--- src/rtl/adc_seq_pkg.sv ---
package adc_seq_pkg;
  typedef enum logic [1:0] {
    PH_IDLE = 2'd0,
    PH_SAMP = 2'd1,
    PH_HOLD = 2'd2,
    PH_CONV = 2'd3
  } phase_t;

  localparam logic [2:0] SRC_SW   = 3'b000;
  localparam logic [2:0] SRC_EXT  = 3'b001;
  localparam logic [2:0] SRC_TMRA = 3'b010;
  localparam logic [2:0] SRC_PWMA = 3'b011;
  localparam logic [2:0] SRC_TMRB = 3'b100;
  localparam logic [2:0] SRC_PWMB = 3'b101;
  localparam logic [2:0] SRC_RSVD = 3'b110;
  localparam logic [2:0] SRC_AUTO = 3'b111;

  localparam logic [1:0] FMT_UINT  = 2'b00;
  localparam logic [1:0] FMT_SINT  = 2'b01;
  localparam logic [1:0] FMT_UFRAC = 2'b10;
  localparam logic [1:0] FMT_SFRAC = 2'b11;
endpackage

--- src/rtl/adc_trig_sel.sv ---
module adc_trig_sel
  import adc_seq_pkg::*;
(
  input  logic       clk,
  input  logic       rst,
  input  logic [2:0] src_sel,
  input  logic       samp_clr,
  input  logic       ext_int,
  input  logic       tmr_a,
  input  logic       tmr_b,
  input  logic       pwm_a,
  input  logic       pwm_b,
  input  logic       auto_hit,
  output logic       end_evt
);
  logic       ext_q;
  logic       ext_rise;
  logic [7:0] cand;

  always_ff @(posedge clk) begin
    if (rst) ext_q <= 1'b0;
    else     ext_q <= ext_int;
  end

  assign ext_rise = ext_int & ~ext_q;

  always_comb begin
    cand           = '0;
    cand[SRC_SW]   = samp_clr;
    cand[SRC_EXT]  = ext_rise;
    cand[SRC_TMRA] = tmr_a;
    cand[SRC_PWMA] = pwm_a;
    cand[SRC_TMRB] = tmr_b;
    cand[SRC_PWMB] = pwm_b;
    cand[SRC_RSVD] = 1'b0;
    cand[SRC_AUTO] = auto_hit;
  end

  assign end_evt = cand[src_sel];

  // a held-high interrupt line gives no further event
  p_ext_level_r4: assert property (@(posedge clk) disable iff (rst)
    (src_sel == SRC_EXT && $past(ext_int) && ext_int) |-> !end_evt);
endmodule

--- src/rtl/adc_seq_fsm.sv ---
module adc_seq_fsm
  import adc_seq_pkg::*;
#(
  parameter int CNT_W    = 5,
  parameter int HOLD_CYC = 2
) (
  input  logic             clk,
  input  logic             rst,
  input  logic             en,
  input  logic             samp_set,
  input  logic             auto_samp,
  input  logic [CNT_W-1:0] samp_time,
  input  logic             end_evt,
  input  logic             conv_done,
  output logic             auto_hit,
  output logic             sampling,
  output logic             conv_req,
  output logic             cap,
  output logic             done
);
  localparam int HW = (HOLD_CYC > 1) ? $clog2(HOLD_CYC) : 1;

  phase_t           st;
  logic [CNT_W-1:0] scnt;
  logic [CNT_W-1:0] tgt;
  logic [HW-1:0]    hcnt;
  logic             hold_end;

  assign tgt      = (samp_time == '0) ? CNT_W'(1) : samp_time;
  assign auto_hit = (st == PH_SAMP) && (scnt == tgt - CNT_W'(1));
  assign hold_end = (hcnt == HW'(HOLD_CYC - 1));
  assign cap      = en && (st == PH_CONV) && conv_done;

  always_ff @(posedge clk) begin
    if (rst) begin
      st   <= PH_IDLE;
      scnt <= '0;
      hcnt <= '0;
      done <= 1'b0;
    end else if (!en) begin
      st   <= PH_IDLE;
      done <= 1'b0;
    end else begin
      case (st)
        PH_IDLE: begin
          if (samp_set || auto_samp) begin
            st   <= PH_SAMP;
            scnt <= '0;
            done <= 1'b0;
          end
        end
        PH_SAMP: begin
          if (end_evt) begin
            st   <= PH_HOLD;
            hcnt <= '0;
          end else begin
            scnt <= scnt + CNT_W'(1);
          end
        end
        PH_HOLD: begin
          if (hold_end) st <= PH_CONV;
          else          hcnt <= hcnt + HW'(1);
        end
        PH_CONV: begin
          if (conv_done) begin
            done <= 1'b1;
            if (auto_samp) begin
              st   <= PH_SAMP;
              scnt <= '0;
            end else begin
              st <= PH_IDLE;
            end
          end
        end
        default: st <= PH_IDLE;
      endcase
    end
  end

  assign sampling = (st == PH_SAMP);
  assign conv_req = (st == PH_CONV);

  // disable forces everything quiet
  p_off_quiet_r1: assert property (@(posedge clk) disable iff (rst)
    !en |=> (!sampling && !conv_req && !done));
  // request is held until the converter answers
  p_req_hold_r8: assert property (@(posedge clk) disable iff (rst)
    (en && conv_req && !conv_done) |=> conv_req);
  // end of sampling is followed by a gap, not an immediate request
  p_gap_r8: assert property (@(posedge clk) disable iff (rst)
    (en && sampling && end_evt) |=> (!conv_req && !sampling));
  // an accepted completion raises the flag
  p_done_set_r9: assert property (@(posedge clk) disable iff (rst)
    cap |=> done);
endmodule

--- src/rtl/adc_fmt.sv ---
module adc_fmt
  import adc_seq_pkg::*;
#(
  parameter int RAW_W    = 12,
  parameter int NARROW_W = 10,
  parameter int OUT_W    = 16
) (
  input  logic             clk,
  input  logic             rst,
  input  logic             cap,
  input  logic             res12,
  input  logic [1:0]       fmt,
  input  logic [RAW_W-1:0] raw,
  output logic             valid,
  output logic [OUT_W-1:0] word
);
  for (genvar g = 0; g < 2; g++) begin : g_lane
    localparam int W   = (g == 0) ? NARROW_W : RAW_W;
    localparam int PAD = OUT_W - W;
    logic [W-1:0]     v;
    logic [W-1:0]     vf;
    logic [OUT_W-1:0] w;

    assign v  = raw[W-1:0];
    assign vf = {~v[W-1], v[W-2:0]};

    always_comb begin
      case (fmt)
        FMT_UINT:  w = {{PAD{1'b0}}, v};
        FMT_SINT:  w = {{PAD{vf[W-1]}}, vf};
        FMT_UFRAC: w = {v, {PAD{1'b0}}};
        default:   w = {vf, {PAD{1'b0}}};
      endcase
    end
  end

  always_ff @(posedge clk) begin
    if (rst) begin
      valid <= 1'b0;
      word  <= '0;
    end else begin
      valid <= cap;
      if (cap) word <= res12 ? g_lane[1].w : g_lane[0].w;
    end
  end

  // valid never lasts two cycles
  p_valid_pulse_r9: assert property (@(posedge clk) disable iff (rst)
    valid |=> !valid);
  // unsigned narrow result has clear upper bits
  p_int_fill_r10: assert property (@(posedge clk) disable iff (rst)
    (cap && fmt == FMT_UINT && !res12) |=> (word[OUT_W-1:NARROW_W] == '0));
  // fraction layout leaves low bits clear
  p_frac_fill_r11: assert property (@(posedge clk) disable iff (rst)
    (cap && fmt == FMT_UFRAC && res12) |=> (word[OUT_W-RAW_W-1:0] == '0));
endmodule

--- src/rtl/adc_seq_top.sv ---
module adc_seq_top
  import adc_seq_pkg::*;
#(
  parameter int CNT_W    = 5,
  parameter int HOLD_CYC = 2,
  parameter int RAW_W    = 12,
  parameter int NARROW_W = 10,
  parameter int OUT_W    = 16
) (
  input  logic             clk,
  input  logic             rst,
  input  logic             en,
  input  logic             res12,
  input  logic [1:0]       fmt,
  input  logic [2:0]       src_sel,
  input  logic             auto_samp,
  input  logic [CNT_W-1:0] samp_time,
  input  logic             samp_set,
  input  logic             samp_clr,
  input  logic             ext_int,
  input  logic             tmr_a,
  input  logic             tmr_b,
  input  logic             pwm_a,
  input  logic             pwm_b,
  output logic             conv_req,
  input  logic             conv_done,
  input  logic [RAW_W-1:0] conv_data,
  output logic             sampling,
  output logic             done,
  output logic             res_valid,
  output logic [OUT_W-1:0] res_word
);
  logic auto_hit;
  logic end_evt;
  logic cap;

  adc_trig_sel u_trig (
    .clk      (clk),
    .rst      (rst),
    .src_sel  (src_sel),
    .samp_clr (samp_clr),
    .ext_int  (ext_int),
    .tmr_a    (tmr_a),
    .tmr_b    (tmr_b),
    .pwm_a    (pwm_a),
    .pwm_b    (pwm_b),
    .auto_hit (auto_hit),
    .end_evt  (end_evt)
  );

  adc_seq_fsm #(.CNT_W(CNT_W), .HOLD_CYC(HOLD_CYC)) u_fsm (
    .clk       (clk),
    .rst       (rst),
    .en        (en),
    .samp_set  (samp_set),
    .auto_samp (auto_samp),
    .samp_time (samp_time),
    .end_evt   (end_evt),
    .conv_done (conv_done),
    .auto_hit  (auto_hit),
    .sampling  (sampling),
    .conv_req  (conv_req),
    .cap       (cap),
    .done      (done)
  );

  adc_fmt #(.RAW_W(RAW_W), .NARROW_W(NARROW_W), .OUT_W(OUT_W)) u_fmt (
    .clk   (clk),
    .rst   (rst),
    .cap   (cap),
    .res12 (res12),
    .fmt   (fmt),
    .raw   (conv_data),
    .valid (res_valid),
    .word  (res_word)
  );

  // the reserved select never closes the sample phase
  p_rsvd_r7: assert property (@(posedge clk) disable iff (rst)
    (en && sampling && src_sel == SRC_RSVD) |=> sampling);
  // software clear ends sampling when selected
  p_sw_end_r3: assert property (@(posedge clk) disable iff (rst)
    (en && sampling && src_sel == SRC_SW && samp_clr) |=> !sampling);
  // auto restart overlaps the result strobe
  p_auto_r13: assert property (@(posedge clk) disable iff (rst)
    (en && cap && auto_samp) |=> sampling);
endmodule

--- config.mk ---
export PLATFORM = sky130hd
export DESIGN_NAME = adc_seq_top
export DESIGN_NICKNAME = d
export VERILOG_FILES = /design/src/rtl/adc_seq_pkg.sv /design/src/rtl/adc_trig_sel.sv /design/src/rtl/adc_seq_fsm.sv /design/src/rtl/adc_fmt.sv /design/src/rtl/adc_seq_top.sv
export SDC_FILE = /design/constraint.sdc
export NUM_CORES = 1
export LEC_CHECK = 0
export ABC_AREA = 1
export BUFFER_PORTS_ARGS = -buffer_cell sky130_fd_sc_hd__buf_2
export CORE_MARGIN = 1
export CORE_UTILIZATION = 54
export CTS_CLUSTER_SIZE = 20
export DETAILED_ROUTE_END_ITERATION = 10
export PLACE_DENSITY_LB_ADDON = 0.12
export SLEW_MARGIN = 40
export SYNTH_ARGS = -nofsm -noshare
export SYNTH_HDL_FRONTEND = slang
export SYNTH_SLANG_ARGS = --single-unit
--- constraint.sdc ---
create_clock -name clk -period 4.7 [get_ports clk]
set_input_delay 0.235 -clock clk [delete_from_list [all_inputs] [get_ports clk]]
set_output_delay 0.235 -clock clk [all_outputs]
set_load 0.02 [all_outputs]
==> flow_summary.ini, run 1 <==
[cts]
cts_max_level = 1
cts_tree = done
root_buffer = clkbuf_4
numCtsBuffers = 3
ctsResizeCount = 0
holdBufCountCts = 0
cts.clk_slew.worst_paths_ns = 0.13
ctsLongestPathBuffers = 2
clk_latency_ns = 0.32
clock-sinks = 27
cts_setup_buffers = 0

[timing]
setup_tns_ns = 0
period_share_pct = 47.8
tightest_slew_ns = 0.708
setup_viol = 0
period_needed_ns = 2.25
clock_skew_ns = 0.00530
whs_ns = 0.123
rsz0062_at_grt = no
max_freq_ghz = 0.445
hold_viol = 0
slew_violations = 0
slew_headroom_pct = 52.4

[logic_synthesis]
yosys_warnings = 0
synth_mux_area_share_pct = 1.34
netlist_instances = 254
synthSimpleGateAreaFrac_pct = 29.1
ys_ff_latch = 27
synth_top_cell_by_area = dfxtp_1
syn-mean-instance-area_um2 = 6.62
synthAdderAreaFrac_pct = 5.21
synth_xor_area_share_pct = 2.61
synth.net_count = 296
yosysSeqAreaShare_pct = 32.2
synth_compound_area_share_pct = 20.2
synth.distinct_cells = 27
syn_area_um2 = 1680
synth_top_area_share_pct = 32.2
synth_top_family_by_area = simple AND/OR/NAND/NOR gates
yosys-top-cells-area = dfxtp_1, nand2_1, a21oi_1, inv_1, nand3_1

[place]
dp_hpwl_um = 2910
portBuffers = 54
placed_area_um2 = 1970
place.gp.congestion = 0.837
place_inst = 331

[critical_path]
cp.required_ns = 4.96
crit_start = u_fsm.st[0]
arrival_ns = 2.51
start_kind = register
cp_max_fo = 23
r2r_start = u_fsm.st[0]
endpoint_kind = register
worst-setup-path-type = reg -> reg

[power]
switchingPower_w = 0.000130
p_comb_share_pct = 23.1
clkPwrFrac_pct = 22.6
ir_drop_uv = 243
swShare_pct = 30.0
powerDensity_nw_per_um2 = 218
pwr-share-seq_pct = 54.3
p_leak_nw = 0.994
p_int_w = 0.000304

[finish]
finalNonFillerCells = 335
final.fill_count = 279
antennaDiodeCount = 0
nets = 347
final_cell_mix = nand2_1, buf_2, inv_1
final_cell_area_um2 = 1990
drive_gt1_share_pct = 22.0
utilization_pct = 69.8
final_common_cell = nand2_1
areaGrowthSynthToFinish_pct = 18.5

[global_routing]
antenna_found_initial = 0
grt_max_degree = 24
first_global_vias = 1579
grt_pass1_wl_um = 6510
grt_overflow = 0
grtUsageTotal_pct = 24.4

[worst_hold_path]
hp-class = in -> reg
hp-start = ext_int

[floorplanning]
die_y_um = 57.8
die_width_um = 57.8
die_area_um2 = 3340
io_pins = 55
core_area_um2 = 2850
row_count = 19
start_util_pct = 58.9

[run]
maxCapViolCount = 0

[route]
drt_iter0_drc = 109
final_antenna_net_count = 0
drcViolationCount = 2
wl_um = 3770
vias_per_cell = 5.33
wl_per_cell_um = 11.2
num_vias = 1786
first_pass_iters = 7

[run_status]
failed_checks = design-rule violations
status = finished with violations
==> power groups by stage <==
stage | Clock (W) | Combinational (W) | Sequential, W
2_1_floorplan | 0 | 0.0000653 | 0.000241
3_3_place_gp | 0 | 0.0000980 | 0.000241
3_5_place_dp | 0 | 0.0000995 | 0.000241
4_1_cts | 0.000101 | 0.000100 | 0.000236
5_1_grt | 0.000110 | 0.000116 | 0.000237
6_report | 0.0000981 | 0.000101 | 0.000236
==> sequential cells by signal, summed over array words and instances, names as in the netlist <==
signal        flops
u_fmt.word       16
u_fsm.st          2
u_fsm.done        1
u_fsm.scnt        5
u_fmt.valid       1
u_fsm.hcnt        1
u_trig.ext_q      1
==> area by class of cell <==
class | instances | area (um2) | area share, %
tap | 31 | 38.8 | 1.95
inverter | 34 | 128 | 6.41
timing repair buffer | 54 | 270 | 13.6
clock buffer | 4 | 26.3 | 1.32
sequential | 27 | 541 | 27.1
multi-input combinational | 185 | 988 | 49.6
==> critical path: stages, from the launching register on <==
cell and delay [ns]:
dfxtp_1 0.44, ha_1 0.26, inv_2 0.08, nor3_4 0.60, inv_1 0.35, a31oi_1 0.22, o21ai_0 0.12, a21oi_1 0.12
==> Yosys cell counts (all sizes together) <==
cell type  instances
nand3             24
nand3b             2
nor3               1
inv               34
o22ai              1
a221oi             2
a21oi             25
o211ai             4
nor4               1
mux2               2
xor2               4
clkbuf             8
a31oi              2
a311oi             1
a32o               2
nand2             61
nand4              2
nor2              20
xnor2              1
dfxtp             27
o21ai             23
ha                 7
==> final timing paths <==
path / end / slack (ns) / cells past startpoint
max: u_fmt.word[11] / 2.45 / 7
min: u_trig.ext_q / 0.12 / 3
max reg2reg: u_fmt.word[11] / 2.45 / 7
min reg2reg: u_fmt.word[0] / 0.48 / 2
==> kinds of logic after synthesis <==
group	count (synthesis)
compound gates	60
xor+xnor	5
fa+ha+maj	7
buf+inv	42
flops	27
mux	2
simple gates	111
==> routing by layer <==
metal	up-vias	track usage, %	part of all wire [%]
li1	944	-	-
met1	779	35.0	49
met2	61	39.2	44
met3	2	4.02	6.1
met4	0	4.42	0.45
met5	-	0	0
==> through the flow <==
stage,total power (W),worst slack [ns]
floorplan,0.000307,2.90
global placement,0.000339,2.23
detailed placement,0.000340,2.50
CTS,0.000437,2.47
global route,0.000462,2.22
finish,0.000435,2.45
(Power assumes the default switching activity.)
==> inputs of run 2 (changes only) <==
--- a/config.mk
+++ b/config.mk
@@ -8,7 +8,7 @@
 export ABC_AREA = 1
 export BUFFER_PORTS_ARGS = -buffer_cell sky130_fd_sc_hd__buf_2
 export CORE_MARGIN = 1
-export CORE_UTILIZATION = 54
+export CORE_UTILIZATION = 45
 export CTS_CLUSTER_SIZE = 20
 export DETAILED_ROUTE_END_ITERATION = 10
 export PLACE_DENSITY_LB_ADDON = 0.12
==> constraint.sdc (replaced) <==
create_clock -name clk -period 1.9 [get_ports clk]
set_input_delay 0.095 -clock clk [delete_from_list [all_inputs] [get_ports clk]]
set_output_delay 0.095 -clock clk [all_outputs]
set_load 0.02 [all_outputs]
==> flow_summary.ini, run 2 (synthesized netlist as in run 1, its figures left out) <==
[finish]
final_cell_mix = nand2_1, buf_2, inv_1
antennaDiodeCount = 0
final.fill_count = 378
top_register = u_fmt.word
reg.largest.list = u_fmt.word (16), u_fsm.scnt (5), u_fsm.st (2)
multi_input_area_um2 = 985
largest_reg_flops = 16
drive_gt1_share_pct = 23.4
areaGrowthSynthToFinish_pct = 22.3
final_common_cell = nand2_1
nets = 351
final-seq-area_um2 = 541
utilization_pct = 59.3

[floorplanning]
core_area_um2 = 3470
io_pins = 55
die_area_um2 = 3980
row_count = 21
die_width_um = 63.1
die_y_um = 63.1
start_util_pct = 48.4

[cts]
root_buffer = clkbuf_8
cts.clk_slew.worst_paths_ns = 0.09
clk_latency_ns = 0.27
cts_max_level = 1
cts_tree = done
holdBufCountCts = 0
numCtsBuffers = 3
ctsLongestPathBuffers = 2
clock-sinks = 27

[worst_hold_path]
min_path_cells = 3
min_to = u_trig.ext_q
hp-start = ext_int
hp-class = in -> reg

[global_routing]
grtUsageTotal_pct = 20.7
grt_overflow = 0
grt_pass1_wl_um = 6760
first_global_vias = 1560
grt_max_degree = 23
antenna_found_initial = 0

[route]
first_pass_iters = 4
drcViolationCount = 0
wl_met1_um = 2060
routed-wl-met3_um = 128
num_vias = 1763
routed-wl-met2_um = 1700
drt_iter0_drc = 104
vias_per_cell = 4.98
wl_per_cell_um = 11.1
top_layer = met4
wl_um = 3930
final_antenna_net_count = 0

[timing]
period_needed_ns = 1.68
slew_violations = 0
clock_skew_ns = 0.00238
setup_tns_ns = 0
max_freq_ghz = 0.595
setup_viol = 0
hold_viol = 0
slew_headroom_pct = 76.6
rsz0062_at_grt = no
tightest_slew_ns = 0.351
period_share_pct = 88.5

[critical_path]
reg2reg_depth = 7
endpoint_kind = register
cp_max_fo = 11
worst-setup-path-type = reg -> reg
r2r_start = u_fsm.st[0]
cp.required_ns = 2.11
start_kind = register
r2r-end = u_fmt.word[11]
arrival_ns = 1.89
rrSetupSlack_ns = 0.22

[place]
place.gp.congestion = 0.856
dp_hpwl_um = 3010
portBuffers = 54

[power]
powerDensity_nw_per_um2 = 564
p_leak_nw = 1.02
ir_drop_uv = 398
fin_total_pwr_w = 0.00116

[run_status]
status = completed

[run]
maxCapViolCount = 0
## run 2: cell count changes in the layout (fill, tap and decap cells not counted), sizes merged
| cell | previous run | this run |
|---|---|---|
| buf | 54 | 58 |
## run 2: power by group
group          internal [W]  total [W]  switching, W
sequential         0.000575   0.000583    0.00000820
combinational      0.000101   0.000255      0.000154
clock              0.000150   0.000322      0.000172
total              0.000826    0.00116      0.000334
## run 2: through the flow
stage	setup slack [ns]	hold WS, ns	cells	cell area, um2
global route	0.0221	0.0738	354	2060
CTS	0.210	0.0361	354	2050
finish	0.218	0.0394	354	2060
floorplan	0.144	0.157	254	1680
detailed placement	-0.0487	0.327	350	2010
global placement	0.0267	0.310	350	2010
## run 2: routing by layer
metal	global-route usage, %	vias up
met2	31.7	29
met3	3.44	5
met1	29.9	780
met5	0	-
met4	5.23	0
li1	-	949
## run 2: worst max path at each step
stage	from	end	slack, ns	cells past startpoint
2_1_floorplan	u_fsm.st[1]	u_fsm.st[0]	0.14	13
3_3_place_gp	samp_time[3]	u_fsm.st[1]	0.03	16
3_5_place_dp	samp_time[3]	u_fsm.st[0]	-0.05	16
4_1_cts	u_fsm.st[0]	u_fmt.word[11]	0.21	7
5_1_grt	samp_time[1]	u_fsm.st[0]	0.02	18
6_report	u_fsm.st[0]	u_fmt.word[11]	0.22	7
## run 2: final cells by class
type	instances	area share, %
multi-input cells	185	47.9
inverters	34	6.21
repair buffers	58	14.6
flip-flops and latches	27	26.3
clock buffers	4	2.19
well taps	46	2.80
## run 2: timing repair
action                                  in CTS  in global routing
gates resized for setup                      0                  1
endpoints found under the setup margin       0                  5
setup buffers                                0                  0
endpoints found under the hold margin        0                  0
## run 2: worst max-delay path: stages (launching register included)
cell     delay, ns
dfxtp_1       0.43
ha_1          0.26
inv_2         0.07
nor3_2        0.20
inv_1         0.21
a31oi_1       0.20
o21ai_0       0.12
a21oi_1       0.13
==> inputs of run 3 (changes only) <==
--- a/config.mk
+++ b/config.mk
@@ -7,8 +7,10 @@
 export LEC_CHECK = 0
 export ABC_AREA = 1
 export BUFFER_PORTS_ARGS = -buffer_cell sky130_fd_sc_hd__buf_2
+export CELL_PAD_IN_SITES_DETAIL_PLACEMENT = 1
+export CELL_PAD_IN_SITES_GLOBAL_PLACEMENT = 1
 export CORE_MARGIN = 1
-export CORE_UTILIZATION = 45
+export CORE_UTILIZATION = 34
 export CTS_CLUSTER_SIZE = 20
 export DETAILED_ROUTE_END_ITERATION = 10
 export PLACE_DENSITY_LB_ADDON = 0.12
==> constraint.sdc (replaced) <==
create_clock -name clk -period 1.6 [get_ports clk]
set_input_delay 0.08 -clock clk [delete_from_list [all_inputs] [get_ports clk]]
set_output_delay 0.08 -clock clk [all_outputs]
set_load 0.02 [all_outputs]
==> flow_summary.ini, run 3 (synthesized netlist as in run 1, its figures left out) <==
[place]
dp_hpwl_um = 3740
place.gp.congestion = 0.816
portBuffers = 54
place_inst = 379

[finish]
areaGrowthSynthToFinish_pct = 40.8
largest_reg_flops = 16
top_register = u_fmt.word
antennaDiodeCount = 0
finalNonFillerCells = 392
nets = 368
final.fill_count = 654
final_cell_mix = buf_2, nand2_1, inv_1
reg.largest.list = u_fmt.word (16), u_fsm.scnt (5), u_fsm.st (2)
final_common_cell = buf_2
drive_gt1_share_pct = 36.3

[run]
maxCapViolCount = 0

[timing]
whs_ns = 0.0295
max_freq_ghz = 0.630
period_needed_ns = 1.59
slew_violations = 0
slew_headroom_pct = 73.6
tightest_slew_ns = 0.396
setup_viol = 0
clock_skew_ns = 0.0129
period_share_pct = 99.2
rsz0062_at_grt = yes
setup_tns_ns = 0
hold_viol = 0

[power]
swShare_pct = 32.2
ir_drop_uv = 348
clkPwrFrac_pct = 27.9
switchingPower_w = 0.000487
p_leak_nw = 1.13
p_int_w = 0.00103
p_comb_share_pct = 26.1
powerDensity_nw_per_um2 = 639
pwr-share-seq_pct = 46.1

[critical_path]
cpPeakStageDelay_ns = 0.39
critPathTopFamily = flip-flops
crit_path_top_delay_cell = dfxtp_4
endpoint_kind = register
rrSetupSlack_ns = 0.01
arrival_ns = 1.80
start_kind = register
cp_max_fo = 6
crit_top_cell = buf_4
cp.required_ns = 1.82
path_buf_inv = 3
crit_path_cell_trace = inv_4 -> buf_4 -> ha_2 -> nand2_1 -> o22ai_2 -> nor4_4 -> buf_4 -> nand4_1 -> a21oi_2
worst-setup-path-type = reg -> reg

[global_routing]
grt_max_degree = 23
grtUsageTotal_pct = 19.6
grt_overflow = 0
antenna_found_initial = 0
first_global_vias = 1866
grt_pass1_wl_um = 8250

[route]
first_pass_iters = 4
drcViolationCount = 0
vias_per_cell = 5.02
final_antenna_net_count = 0
drt_iter0_drc = 130
wl_per_cell_um = 13.2
wl_um = 5170
num_vias = 1967

[run_status]
status = completed

[cts]
numCtsBuffers = 3
cts_max_level = 1
holdBufCountCts = 0
clk_latency_ns = 0.29
cts.clk_slew.worst_paths_ns = 0.10
clock-sinks = 27
ctsLongestPathBuffers = 2
root_buffer = clkbuf_8
cts_tree = done

[floorplanning]
die_area_um2 = 5230
die_width_um = 72.3
start_util_pct = 35.3
core_area_um2 = 4750
io_pins = 55
row_count = 25
die_y_um = 72.3

[worst_hold_path]
hp-class = in -> reg
run 3: path summary, 6_finish.rpt:
| path | start | end | depth (start not counted) |
|---|---|---|---|
| min | ext_int | u_trig.ext_q | 3 |
| min reg2reg | u_fsm.hcnt | u_fsm.hcnt | 2 |
| max | u_fsm.st[1] | u_fsm.scnt[0] | 9 |
| max reg2reg | u_fsm.st[1] | u_fsm.scnt[0] | 9 |
run 3: power by group through the flow:
stage	logic (W)	registers, W	clock network (W)
4_1_cts	0.000359	0.000697	0.000430
6_report	0.000394	0.000697	0.000422
3_3_place_gp	0.000343	0.000711	0
5_1_grt	0.000442	0.000698	0.000455
3_5_place_dp	0.000353	0.000711	0
2_1_floorplan	0.000210	0.000714	0
run 3: layout make-up:
cell class,instances,area (um2),share of cell area [%]
multi-input combinational,185,1120,47.4
inverter,34,135,5.71
sequential,27,549,23.2
clock buffer,3,41.3,1.75
timing repair buffer,75,429,18.1
tap,67,83.8,3.54
clock inverter,1,6.26,0.264
run 3: per-stage QoR:
| step | cell area [um2] | utilization [%] | total power, W | worst slack (ns) |
|---|---|---|---|---|
| 6_report | 2370 | 49.8 | 0.00151 | 0.0130 |
| 5_1_grt | 2370 | 49.8 | 0.00160 | -0.186 |
| 2_1_floorplan | 1740 | - | 0.000924 | 0.00157 |
| 3_5_place_dp | 2150 | 45.3 | 0.00106 | -0.280 |
| 3_3_place_gp | 2150 | 45.3 | 0.00105 | -0.225 |
| 4_1_cts | 2210 | 46.5 | 0.00149 | 0.0107 |
run 3: worst register-to-register path, cell delays in order (launching register included):
cell and delay (ns):
dfxtp_4 0.39, inv_4 0.04, buf_4 0.13, ha_2 0.17, nand2_1 0.09, o22ai_2 0.09
nor4_4 0.14, buf_4 0.19, nand4_1 0.13, a21oi_2 0.16
run 3: routing by layer:
metal  share of wire, %  GRT usage [%]
met1                 48           27.3
met2                 47           32.0
met3                3.8           2.22
met4                1.1           5.45
met5                  0              0
run 3: what timing repair did:
item | 4_1_cts | 5_1_grt
gates resized for setup | 5 | 27
setup buffers | 0 | 8
gates cloned | 0 | 1
endpoints found under the setup margin | 8 | 24
pin swaps | 2 | 14
hold endpoints to repair | 0 | 0
